File: src/rtl/dbg_tx_pkg.sv
package dbg_tx_pkg;
  localparam int NKEYS       = 4;
  localparam int WORD_W      = 16;
  localparam int FRAME_BYTES = 30;
  localparam int IDX_W       = $clog2(FRAME_BYTES + 1);

  typedef struct packed {
    logic [7:0]                    ver;
    logic [NKEYS-1:0][WORD_W-1:0]  refs;
    logic [NKEYS-1:0][WORD_W-1:0]  sigs;
    logic [NKEYS-1:0][WORD_W-1:0]  dlts;
    logic [7:0]                    flg0;
    logic [7:0]                    flg1;
    logic [7:0]                    stat;
  } snap_t;

  typedef enum logic [1:0] {S_IDLE, S_LO, S_HI, S_GAP} tx_st_t;
endpackage

File: src/rtl/dbg_half_tick.sv
module dbg_half_tick #(
  parameter int HALF_BIT = 125
) (
  input  logic clk,
  input  logic rst,
  input  logic run_i,
  output logic tick_o
);
  generate
    if (HALF_BIT <= 1) begin : g_fast
      assign tick_o = run_i;
    end else begin : g_cnt
      localparam int CW = $clog2(HALF_BIT);
      logic [CW-1:0] cnt;
      assign tick_o = run_i && (cnt == CW'(HALF_BIT - 1));
      always_ff @(posedge clk) begin
        if (rst || !run_i) cnt <= '0;
        else if (tick_o)   cnt <= '0;
        else               cnt <= cnt + 1'b1;
      end
      // phase counter never passes one half bit
      p_tick_bound_r3: assert property (@(posedge clk) disable iff (rst)
        32'(cnt) < HALF_BIT);
    end
  endgenerate
endmodule

File: src/rtl/dbg_byte_sel.sv
module dbg_byte_sel
  import dbg_tx_pkg::*;
(
  input  snap_t             snap,
  input  logic [7:0]        frame_no,
  input  logic [IDX_W-1:0]  idx,
  output logic [7:0]        byte_o
);
  logic [IDX_W-1:0]  off;
  logic [WORD_W-1:0] word;

  always_comb begin
    off    = idx - IDX_W'(2);
    word   = '0;
    byte_o = '0;
    if (idx == '0)      byte_o = frame_no;
    else if (idx == IDX_W'(1)) byte_o = snap.ver;
    else begin
      case (off[4:3])
        2'd0:    word = snap.refs[off[2:1]];
        2'd1:    word = snap.sigs[off[2:1]];
        2'd2:    word = snap.dlts[off[2:1]];
        default: word = '0;
      endcase
      if (off[4:3] != 2'd3) byte_o = off[0] ? word[15:8] : word[7:0];
      else begin
        case (off[2:0])
          3'd0:    byte_o = snap.flg0;
          3'd1:    byte_o = snap.flg1;
          3'd2:    byte_o = snap.stat;
          default: byte_o = frame_no;
        endcase
      end
    end
  end
endmodule

File: src/rtl/dbg_frame_tx.sv
module dbg_frame_tx
  import dbg_tx_pkg::*;
#(
  parameter int HALF_BIT  = 125,
  parameter int GAP_CYC   = 500,
  parameter int VER_MAJOR = 1,
  parameter int VER_MINOR = 0
) (
  input  logic                    clk,
  input  logic                    rst,
  input  logic                    send_i,
  input  logic                    cal_i,
  input  logic [2:0]              key_cnt_i,
  input  logic [NKEYS-1:0]        touch_i,
  input  logic [NKEYS*WORD_W-1:0] ref_i,
  input  logic [NKEYS*WORD_W-1:0] sig_i,
  input  logic [NKEYS*WORD_W-1:0] delta_i,
  input  logic [7:0]              flag0_i,
  input  logic [7:0]              flag1_i,
  output logic                    sclk_o,
  output logic                    sclk_oe_o,
  output logic                    sdat_o,
  output logic                    sdat_oe_o
);
  localparam int GW = $clog2(GAP_CYC + 1);
  localparam logic [IDX_W-1:0] LAST = IDX_W'(FRAME_BYTES - 1);

  tx_st_t           st;
  snap_t            snap_d, snap_q;
  logic [7:0]       frame_cnt, sh, next_byte;
  logic [IDX_W-1:0] byte_idx;
  logic [2:0]       bit_idx;
  logic [GW-1:0]    gap_cnt;
  logic             sclk_q, oe_q, tick;

  always_comb begin
    snap_d      = '0;
    snap_d.ver  = {4'(VER_MAJOR), 4'(VER_MINOR)};
    snap_d.refs = ref_i;
    snap_d.sigs = sig_i;
    snap_d.dlts = delta_i;
    snap_d.flg0 = flag0_i;
    snap_d.flg1 = flag1_i;
    snap_d.stat = {cal_i, key_cnt_i, touch_i};
  end

  dbg_half_tick #(.HALF_BIT(HALF_BIT)) u_tick (
    .clk(clk), .rst(rst), .run_i(st == S_LO || st == S_HI), .tick_o(tick));

  dbg_byte_sel u_sel (
    .snap(snap_q), .frame_no(frame_cnt), .idx(byte_idx + 1'b1), .byte_o(next_byte));

  always_ff @(posedge clk) begin
    if (rst) begin
      st <= S_IDLE; snap_q <= '0; frame_cnt <= '0; sh <= '0;
      byte_idx <= '0; bit_idx <= '0; gap_cnt <= '0; sclk_q <= 1'b0; oe_q <= 1'b0;
    end else begin
      case (st)
        S_IDLE: if (send_i) begin
          snap_q   <= snap_d;
          sh       <= frame_cnt;
          oe_q     <= 1'b1;
          byte_idx <= '0;
          bit_idx  <= 3'd7;
          st       <= S_LO;
        end
        S_LO: if (tick) begin
          sclk_q <= 1'b1;
          st     <= S_HI;
        end
        S_HI: if (tick) begin
          sclk_q <= 1'b0;
          if (bit_idx != 3'd0) begin
            sh      <= {sh[6:0], 1'b0};
            bit_idx <= bit_idx - 3'd1;
            st      <= S_LO;
          end else if (byte_idx == LAST) begin
            st        <= S_IDLE;
            oe_q      <= 1'b0;
            sh        <= '0;
            frame_cnt <= frame_cnt + 8'd1;
          end else begin
            gap_cnt <= '0;
            st      <= S_GAP;
          end
        end
        default: begin
          if (gap_cnt == GW'(GAP_CYC - 1)) begin
            sh       <= next_byte;
            byte_idx <= byte_idx + 1'b1;
            bit_idx  <= 3'd7;
            st       <= S_LO;
          end else gap_cnt <= gap_cnt + 1'b1;
        end
      endcase
    end
  end

  assign sclk_o    = sclk_q;
  assign sdat_o    = sh[7];
  assign sclk_oe_o = oe_q;
  assign sdat_oe_o = oe_q;

  // released lines are quiet
  p_idle_quiet_r1: assert property (@(posedge clk) disable iff (rst)
    !sclk_oe_o |-> (!sclk_o && !sdat_o));
  // data held through a high clock phase
  p_hold_high_r3: assert property (@(posedge clk) disable iff (rst)
    (sclk_o && $past(sclk_o)) |-> $stable(sdat_o));
  // a data change while driven happens with the clock low
  p_change_low_r3: assert property (@(posedge clk) disable iff (rst)
    (sclk_oe_o && !$stable(sdat_o)) |-> !sclk_o);
  // frame number steps by one at each release
  p_cnt_step_r6: assert property (@(posedge clk) disable iff (rst)
    $fell(sclk_oe_o) |-> (frame_cnt == $past(frame_cnt) + 8'd1));
  // a trigger in flight leaves the snapshot alone
  p_busy_ignore_r8: assert property (@(posedge clk) disable iff (rst)
    (st != S_IDLE && send_i) |=> $stable(snap_q));
  // byte index stays inside the frame
  p_idx_range_r4: assert property (@(posedge clk) disable iff (rst)
    32'(byte_idx) < FRAME_BYTES);
endmodule

File: config.mk
export PLATFORM = sky130hd
export DESIGN_NAME = dbg_frame_tx
export DESIGN_NICKNAME = d
export VERILOG_FILES = /design/src/rtl/dbg_tx_pkg.sv /design/src/rtl/dbg_half_tick.sv /design/src/rtl/dbg_byte_sel.sv /design/src/rtl/dbg_frame_tx.sv
export SDC_FILE = /design/constraint.sdc
export NUM_CORES = 1
export LEC_CHECK = 0
export BUFFER_PORTS_ARGS = -buffer_cell sky130_fd_sc_hd__clkbuf_2
export CAP_MARGIN = 20
export CELL_PAD_IN_SITES_DETAIL_PLACEMENT = 0
export CELL_PAD_IN_SITES_GLOBAL_PLACEMENT = 2
export CORE_MARGIN = 4
export CORE_UTILIZATION = 33
export DETAILED_ROUTE_END_ITERATION = 7
export PLACE_DENSITY_LB_ADDON = 0.2
export SLEW_MARGIN = 20
export SYNTH_ARGS = -nofsm -noshare
export SYNTH_HDL_FRONTEND = slang
export SYNTH_SLANG_ARGS = --single-unit
File: constraint.sdc
create_clock -name clk -period 5.2 [get_ports clk]
set_input_delay 0.52 -clock clk [delete_from_list [all_inputs] [get_ports clk]]
set_output_delay 0.52 -clock clk [all_outputs]
set_load 0.02 [all_outputs]
==> results.toml, run 1 <==
[run_status]
status = "finished, final reports clean"

[critical_path]
r2r_slack_ps = 1250
crit_end = "sh[2]"
path_max_fanout = 18
arrival_ps = 4390
crit_start = "byte_idx[0]"
r2r-end = "sh[2]"
r2r_cells = 9
timing.rr.start = "byte_idx[0]"
end_kind = "register"
max_stage_delay_ps = 770
slowest_stage = "dfxtp_1"
critPathMostFrequentCell = "xnor2_1"
required_ps = 5640
crit_type = "reg2reg"
cp_cell_sequence = "ha_1 -> xnor2_1 -> ha_2 -> xor2_1 -> xnor2_1 -> and2_1 -> a221o_1 -> o21ai_1 -> a2111oi_0"
start_kind = "register"

[final_layout]
stdcell_area_mm2 = 0.0141
drive_above_1_share = 0.221
utilization = 0.406
area_growth_syn_to_layout_pct = 21.0
fin_cells = 2022
diodes = 0
nets = 1779

[route]
dr_total_vias = 10300
ant_nets = 0
firstDrtPassIters = 5
route.detailed.drc = 0
drtIter0Drc = 806
viasPerCell = 5.10
wl_um = 39500
wl_per_cell_um = 19.5

[pwr]
power_density_mw_per_mm2 = 442
p_leak_nw = 5.52
ir_worst_vdd_uv = 269

[logic_synthesis]
ys_seq_area_frac = 0.450
yosysUniqueCellTypes = 64
synth.most_common_cell = "nand2_1"
ys_ff_latch = 261
synthTopCellsByCount = "457 x nand2_1, 261 x dfxtp_1, 237 x a21oi_1, 87 x clkbuf_1, 55 x nor2_1"
syn-num-nets = 1623
synth_top_area_share = 0.450
syn_inst = 1388
synth_edf_count = 0
synthTopCellsByArea = "dfxtp_1 45%, nand2_1 15%, a21oi_1 10%, mux4_2 9.3%, clkbuf_1 2.8%"
ys.warnings.count = 0
async_flop_share = 0
synth_area_mm2 = 0.0116
synth-main-ff-cell = "dfxtp_1"
yosysTopAreaCell = "dfxtp_1"
avgSynthCellArea_um2 = 8.37

[placement]
placed_cell_area_mm2 = 0.0130
place_congestion = 0.865
hpwl_um = 29200
io_buffers = 222
place_inst = 1968

[grt]
gr-total-overflow = 0
grt_pass1_vias = 10300
grt_max_degree = 128
track_usage = 0.199
antenna_found_initial = 0
grt_pass1_wl_um = 60200

[sta]
setup_violations = 0
fin_crit_sh = 0.760
slew_viol_final = 0
fin_crit_ps = 3950
finalSetupTns_ps = 0
rsz0062_at_grt = "false"
final_hold_viol_count = 0
fmaxAchievable_mhz = 253
clock_skew_ps = 22.8
tightest_slew_ps = 1100
max-slew-margin-rel = 0.270

[floorplanning]
fp.coreArea_mm2 = 0.0346
die_width_um = 196
initial_core_util = 0.335
dieArea_mm2 = 0.0383
rows = 68
io_pins = 223
fp.dieH_um = 196

[clocking]
htreeDepth = 1
cts_root_buf = "clkbuf_16"
cts_inserted_buffers = 29
clkSinkCount = 261
ctsResizeCount = 0
cts_buffer_depth = 3
post_cts_buffers = 0
cts_tree = "yes"
clkTransAtPathRegs_ps = 60
ctsHoldBuffers = 0
clk_latency_ps = 570

[run]
maxCapViolCount = 0

[hold_path]
hold_class = "in2reg"
## flip-flops by register name, indices dropped and copies added (netlist names)
signal,flops
snap_q,217
gap_cnt,9
frame_cnt,8
sh,8
u_tick.g_cnt.cnt,7
byte_idx,5
bit_idx,3
st,2
sclk_o,1
sclk_oe_o,1
## worst max-delay path, delay by kind of cell, from the launching register on
family / cells / cell delay (ps)
xor gates and xnor gates: 3 / 1050
DFF: 1 / 770
and+or+nand+nor: 1 / 600
AOI/OAI and AO/OA: 3 / 740
adders and majority gates: 2 / 660
## power by group
| group | switching (mW) | internal, mW | total, mW |
|---|---|---|---|
| Combinational | 0.906 | 0.493 | 1.40 |
| Clock | 0.863 | 1.40 | 2.26 |
| Sequential | 0.236 | 2.31 | 2.54 |
## logic make-up (layout without fill, tap and decap cells)
| logic type | after synthesis | count (layout) | share of synthesized area |
|---|---|---|---|
| AO/OA/AOI/OAI | 328 | 328 | 0.165 |
| XOR/XNOR | 23 | 23 | 0.0180 |
| adder cells (fa/ha/maj) | 16 | 16 | 0.0172 |
| buffers and inverters | 123 | 302 | 0.0429 |
| flip-flops | 261 | 261 | 0.450 |
| multiplexers | 65 | 65 | 0.109 |
| AND/OR/NAND/NOR | 572 | 572 | 0.198 |
## per-layer routing
layer / track usage / wire [um] / vias to the layer above / share of wire
met2: 0.341 / 19300 / 255 / 0.49
met4: 0.0548 / 1210 / 0 / 0.031
met3: 0.0300 / 1830 / 62 / 0.046
li1: - / - / 5081 / -
met1: 0.262 / 17200 / 4920 / 0.43
met5: 0 / 0 / - / 0
## through the flow
stage	power, mW	hold WS (ps)	setup WS (ps)
2_1_floorplan	3.48	430	712
4_1_cts	6.28	152	1250
3_3_place_gp	4.02	442	1360
5_1_grt	6.56	166	801
3_5_place_dp	4.01	447	1280
6_report	6.21	164	1250
## area by class of cell
type	count	area [um^2]
fill	3661	20600
multi-input combinational	1004	5910
sequential	261	5230
timing repair buffer	232	1220
clock buffer	40	857
tap	455	569
clock inverter	14	213
inverter	16	60.1
## placed cells by master (no fill, tap or decap), types with 5 or more instances in the layout
cell type  count
mux4_2        48
nand2b_1       5
nand4_1        6
nor3_1         6
o21ai_1        7
xnor2_1        7
a211oi_1       5
xor2_1        15
and3_1         7
o21ai_0       12
mux2_1         5
nand3_1       13
inv_1         16
a222oi_1       7
ha_1          14
clkinv_2       7
a22oi_1        5
nand2_1      456
a221o_1        9
clkbuf_8       9
mux2i_1        7
bufinv_16      5
clkbuf_2     221
a221oi_1      10
dfxtp_1      261
buf_4          8
clkbuf_16     29
a21oi_1      237
nor2_1        55
## how the worst min path moves through the flow
stage                             start                   to  slack [ps]  cells past startpoint
finish                         ref_i[6]          snap_q[158]         160                      3
global route                   ref_i[6]          snap_q[158]         170                      3
CTS                           sig_i[30]          snap_q[118]         150                      3
detailed placement           snap_q[42]           snap_q[42]         450                      2
global placement              snap_q[3]            snap_q[3]         440                      2
floorplan           u_tick.g_cnt.cnt[0]  u_tick.g_cnt.cnt[0]         430                      1
Note: power is estimated with default switching activity, not from simulation.
==> inputs of run 2 (changes only) <==
--- a/config.mk
+++ b/config.mk
@@ -5,12 +5,13 @@
 export SDC_FILE = /design/constraint.sdc
 export NUM_CORES = 1
 export LEC_CHECK = 0
+export ABC_AREA = 1
 export BUFFER_PORTS_ARGS = -buffer_cell sky130_fd_sc_hd__clkbuf_2
 export CAP_MARGIN = 20
 export CELL_PAD_IN_SITES_DETAIL_PLACEMENT = 0
 export CELL_PAD_IN_SITES_GLOBAL_PLACEMENT = 2
 export CORE_MARGIN = 4
-export CORE_UTILIZATION = 33
+export CORE_UTILIZATION = 31
 export DETAILED_ROUTE_END_ITERATION = 7
 export PLACE_DENSITY_LB_ADDON = 0.2
 export SLEW_MARGIN = 20
==> constraint.sdc (replaced) <==
create_clock -name clk -period 3.7 [get_ports clk]
set_input_delay 0.37 -clock clk [delete_from_list [all_inputs] [get_ports clk]]
set_output_delay 0.37 -clock clk [all_outputs]
set_load 0.02 [all_outputs]
==> run 2 against run 1 <==
  * Wire length grew 5.5%
  * Fmax rose by 23%
  * Synthesized cell count grew 27%
  * Worst hold slack worse by 120 ps
  * Highest routed layer unchanged
  * Critical path depth is 8 higher
  * Setup slack worse by 760 ps
  * Cell count increased by 22%
==> results.toml, run 2 <==
[run_status]
status = "finished, final reports clean"

[pwr]
switchingPower_mw = 4.93
ir_worst_vdd_uv = 448
p_leak_nw = 6.23
sw_frac_of_total = 0.417
intPower_mw = 6.91
share_seq_of_total_power = 0.326
finalPower_mw = 11.8
p_comb_frac = 0.408
clock_power_share = 0.266
power_density_mw_per_mm2 = 805

[logic_synthesis]
ys.warnings.count = 0
yosysUniqueCellTypes = 44
synthTopCellsByCount = "497 x nor2_1, 350 x o21ai_0, 261 x dfxtp_1, 151 x nand2_1, 109 x inv_1"
synthTopCellsByArea = "dfxtp_1 43%, nor2_1 15%, o21ai_0 14%, nand2_1 4.7%, a21oi_1 3.7%"
synth-main-ff-cell = "dfxtp_1"
ys_ff_latch = 261
async_flop_share = 0
synth.most_common_cell = "nor2_1"
syn_inst = 1769
synth_edf_count = 0
yosysTopAreaCell = "dfxtp_1"
ys_seq_area_frac = 0.430
synth_top_area_share = 0.430
syn-num-nets = 2004
avgSynthCellArea_um2 = 6.87
synth_area_mm2 = 0.0122

[grt]
grt_pass1_vias = 11400
antenna_found_initial = 0
gr-total-overflow = 0
grt_pass1_wl_um = 63700
track_usage = 0.190
grt_max_degree = 168

[clocking]
cts_buffer_depth = 3
ctsResizeCount = 0
cts_root_buf = "clkbuf_16"
clkSinkCount = 261
post_cts_buffers = 0
htreeDepth = 1
cts_inserted_buffers = 30
clk_latency_ps = 580
ctsHoldBuffers = 0
cts_tree = "yes"
clkTransAtPathRegs_ps = 60

[route]
viasPerCell = 4.79
wl_per_cell_um = 16.9
ant_nets = 0
firstDrtPassIters = 5
route.detailed.drc = 0
drtIter0Drc = 709
dr_total_vias = 11800
wl_um = 41600

[floorplanning]
io_pins = 223
fp.coreArea_mm2 = 0.0387
fp.dieH_um = 206
initial_core_util = 0.314
rows = 72
dieArea_mm2 = 0.0424
die_width_um = 206

[run]
maxCapViolCount = 0

[critical_path]
timing.rr.start = "byte_idx[0]"
arrival_ps = 3710
max_stage_delay_ps = 540
required_ps = 4200
r2r_slack_ps = 490
critPathMostFrequentCell = "nand2_1"
cp_cell_sequence = "ha_1 -> xnor2_2 -> ha_2 -> inv_1 -> buf_4 -> o21ai_0 -> o22ai_1 -> nand3_1 -> nand2_1 -> inv_1 -> nand2_1 -> nand2_1 -> nand2_1 -> nand2_1 -> nand2_1 -> nand2_1 -> a21oi_2"
crit_type = "reg2reg"
path_max_fanout = 33
start_kind = "register"
r2r-end = "sh[1]"
end_kind = "register"
r2r_cells = 17
slowest_stage = "dfxtp_1"

[placement]
hpwl_um = 30900
place_inst = 2410
io_buffers = 222
place_congestion = 0.832
placed_cell_area_mm2 = 0.0136

[hold_path]
whs_path_depth = 3
hold_class = "in2reg"
hp-start = "sig_i[59]"
whs_endpoint = "snap_q[147]"

[final_layout]
utilization = 0.380
largest_register_ff_count = 217
nets = 2159
layout_common_cells = "497 x nor2_1, 350 x o21ai_0, 261 x dfxtp_1"
stdcell_area_mm2 = 0.0147
regMostFlops = "snap_q"
fill_cells = 4277
final_common_cell = "nor2_1"
diodes = 0
area_growth_syn_to_layout_pct = 21.0
reg_top3 = "snap_q x217, gap_cnt x9"
drive_above_1_share = 0.175
fin_cells = 2466

[sta]
finalSetupTns_ps = 0
fin_crit_ps = 3210
final_hold_viol_count = 0
setup_violations = 0
slew_viol_final = 0
fmaxAchievable_mhz = 311
tightest_slew_ps = 672
clock_skew_ps = 20.5
fin_crit_sh = 0.868
max-slew-margin-rel = 0.541
rsz0062_at_grt = "false"
==> run 2: per-stage QoR <==
stage	setup WS [ps]	hold WS [ps]
floorplan	554	425
global placement	547	441
finish	489	39.7
detailed placement	498	445
global route	188	58.9
CTS	455	11.4
==> run 2: worst max-delay path, delay by kind of cell (launching register included) <==
| kind | cells | cell delay (ps) |
|---|---|---|
| DFF | 1 | 540 |
| buffers and inverters | 3 | 430 |
| AOI/OAI and AO/OA | 3 | 700 |
| adders and majority gates | 2 | 720 |
| and+or+nand+nor | 8 | 580 |
| xor gates and xnor gates | 1 | 170 |
==> run 2: cells by family after synthesis <==
kind of cell / Yosys count / synth area share
and+or+nand+nor: 748 / 0.251
AOI/OAI and AO/OA: 504 / 0.219
adders and majority gates: 16 / 0.0165
DFF: 261 / 0.430
buffers and inverters: 234 / 0.0790
xor gates and xnor gates: 6 / 0.00494
==> run 2: power groups by stage <==
stage | logic [mW] | clock network [mW] | registers [mW]
after floorplan | 3.45 | 0 | 3.81
after global placement | 4.89 | 0 | 3.92
after detailed placement | 4.89 | 0 | 3.92
after CTS | 4.91 | 3.23 | 3.87
after global routing | 5.51 | 3.33 | 3.94
final | 4.83 | 3.15 | 3.86
==> run 2: layer usage <==
metal / GRT usage / routed length, um
met5: 0 / 0
met4: 0.0409 / 866
met3: 0.0249 / 1580
met2: 0.317 / 19600
met1: 0.262 / 19600
==> run 2: how the worst max path moves through the flow <==
stage,startpoint,to,slack (ps)
final,byte_idx[0],sh[1],490
after CTS,byte_idx[0],sh[3],450
after global routing,byte_idx[0],sh[3],190
after global placement,byte_idx[0],sh[3],550
after floorplan,byte_idx[0],sh[6],550
after detailed placement,byte_idx[0],sh[3],500
==> run 2: final cells by class <==
type / count / area [um^2] / share of cell area
Sequential cell: 261 / 5230 / 0.355
Clock buffer: 44 / 913 / 0.0621
Inverter: 114 / 438 / 0.0298
Timing Repair Buffer: 243 / 1330 / 0.0905
Multi-Input combinational cell: 1274 / 5990 / 0.407
Clock inverter: 12 / 163 / 0.0111
Tap cell: 518 / 648 / 0.0441
==> inputs of run 3 (changes only) <==
==> constraint.sdc (replaced) <==
create_clock -name clk -period 3.2 [get_ports clk]
set_input_delay 0.32 -clock clk [delete_from_list [all_inputs] [get_ports clk]]
set_output_delay 0.32 -clock clk [all_outputs]
set_load 0.02 [all_outputs]
==> run 3 against run 2 <==
  * Fmax up 9.8%
  * Cell area up 2.7%
  * First-iteration DRC count up 8.6%
  * Utilization up 1.0 points
  * Sequential cell count unchanged
  * Critical path type unchanged
  * Critical endpoint is now sh[4]
  * Largest cell class unchanged
  * Highest routed layer unchanged
==> results.toml, run 3 (synthesis gave the netlist of run 2 again) <==
[floorplanning]
fp.coreArea_mm2 = 0.0387
fp.dieH_um = 206
initial_core_util = 0.314
io_pins = 223
rows = 72
die_width_um = 206
dieArea_mm2 = 0.0424

[route]
dr_total_vias = 12000
firstDrtPassIters = 5
route.detailed.drc = 0
viasPerCell = 4.79
drtIter0Drc = 770
wl_per_cell_um = 16.7
wl_um = 41900
ant_nets = 0

[critical_path]
critPathTopFamily = "adder cells"
crit_type = "reg2reg"
critPathMostFrequentCell = "nand2_1"
end_kind = "register"
cp_cell_sequence = "inv_1 -> ha_4 -> inv_2 -> ha_2 -> buf_4 -> buf_6 -> o21ai_0 -> o21ai_0 -> nand3_1 -> nand3_1 -> nand2_1 -> nand3_1 -> nand2_1 -> nand2_1 -> nand2_1 -> a21oi_1"
arrival_ps = 3410
path_max_fanout = 18
start_kind = "register"
required_ps = 3690
path_buf_inv = 4
slowest_stage = "dfxtp_2"
max_stage_delay_ps = 400

[clocking]
cts_root_buf = "clkbuf_16"
clk_latency_ps = 570
post_cts_buffers = 0
htreeDepth = 1
clkSinkCount = 261
cts_tree = "yes"
clkTransAtPathRegs_ps = 60
cts_buffer_depth = 3
cts_inserted_buffers = 30

[final_layout]
nets = 2204
fill_cells = 4328
area_growth_syn_to_layout_pct = 24.4
final_common_cell = "nor2_1"
largest_register_ff_count = 217
layout_common_cells = "497 x nor2_1, 348 x o21ai_0, 259 x dfxtp_1"
regMostFlops = "snap_q"
multi_input_comb_area_mm2 = 0.00599
diodes = 0
utilization = 0.390
reg_top3 = "snap_q x217, gap_cnt x9"
seqCellArea_mm2 = 0.00523
stdcell_area_mm2 = 0.0151
drive_above_1_share = 0.175

[pwr]
share_seq_of_total_power = 0.323
clock_power_share = 0.260
p_comb_frac = 0.417
switchingPower_mw = 5.76
p_leak_nw = 6.40
finalPower_mw = 13.8
intPower_mw = 8.02
power_density_mw_per_mm2 = 912
ir_worst_vdd_uv = 567
sw_frac_of_total = 0.418

[grt]
use_met2 = 0.321
grt_max_degree = 115
grt_pass1_vias = 11700
track_usage = 0.192
antenna_found_initial = 0
grt-busiest-layer = "met2"
gr-total-overflow = 0
grt.met3_usage = 0.0224
grt.met1_usage = 0.270
grt_pass1_wl_um = 64800

[placement]
hpwl_um = 31300
placed_cell_area_mm2 = 0.0137
io_buffers = 222
place_congestion = 0.815

[sta]
setup_violations = 0
rsz0062_at_grt = "false"
final_hold_viol_count = 0
clock_skew_ps = 21.9
max-slew-margin-rel = 0.436
finalSetupTns_ps = 0
fmaxAchievable_mhz = 342
tightest_slew_ps = 846
fin_crit_ps = 2920
slew_viol_final = 0
fin_crit_sh = 0.914

[run_status]
status = "finished, final reports clean"

[hold_path]
hold_class = "in2reg"

[run]
maxCapViolCount = 0
## run 3: cell types whose count changed in the layout (fill, tap and decap cells not counted), sizes merged
cell	change
inv	+2
clkinv	-1
bufinv	+1
dlygate4sd3	+36
buf	+9
clkbuf	-6
## run 3: tightest hold or removal path, stage by stage
cell and delay [ps]:
clkbuf_2 80, o21ai_0 70, nor2_1 80
## run 3: path summary, 6_finish.rpt
check / startpoint / end / slack [ps] / depth (start not counted)
hold reg to reg: snap_q[15] / snap_q[15] / 450 / 2
setup / recovery: byte_idx[1] / sh[4] / 280 / 16
setup reg to reg: byte_idx[1] / sh[4] / 280 / 16
hold / removal: sig_i[5] / snap_q[93] / 10 / 3
## run 3: per-layer routing
layer  up-vias  share of wire
met4         0          0.017
met3        49          0.031
met5         -              0
li1       6212              -
met1      5556           0.48
met2       199           0.48
## run 3: per-stage QoR
step	hold slack (ps)	setup WS, ps	instances
2_1_floorplan	398	54.3	1769
3_3_place_gp	440	69.7	2419
3_5_place_dp	448	10.1	2419
4_1_cts	0.130	90.2	2507
5_1_grt	19.5	38.1	2507
6_report	12.1	276	2507
## run 3: cell type report
type	instances	area share
Clock inverter	14	0.0137
Timing Repair Buffer	288	0.117
Tap cell	518	0.0429
Inverter	114	0.0290
Multi-Input combinational cell	1274	0.397
Sequential cell	261	0.346
Clock buffer	38	0.0550
## run 3: power by group through the flow
| stage | combinational (mW) | sequential [mW] | clock, mW |
|---|---|---|---|
| 2_1_floorplan | 3.99 | 4.40 | 0 |
| 3_3_place_gp | 5.78 | 4.50 | 0 |
| 3_5_place_dp | 5.75 | 4.51 | 0 |
| 4_1_cts | 5.81 | 4.45 | 3.68 |
| 5_1_grt | 6.53 | 4.54 | 3.82 |
| 6_report | 5.74 | 4.45 | 3.58 |
## run 3: repair_timing
item,4_1_cts,5_1_grt
hold buffers,36,0
endpoints found under the hold margin,36,0
gates resized for setup,1,6
endpoints found under the setup margin,1,6
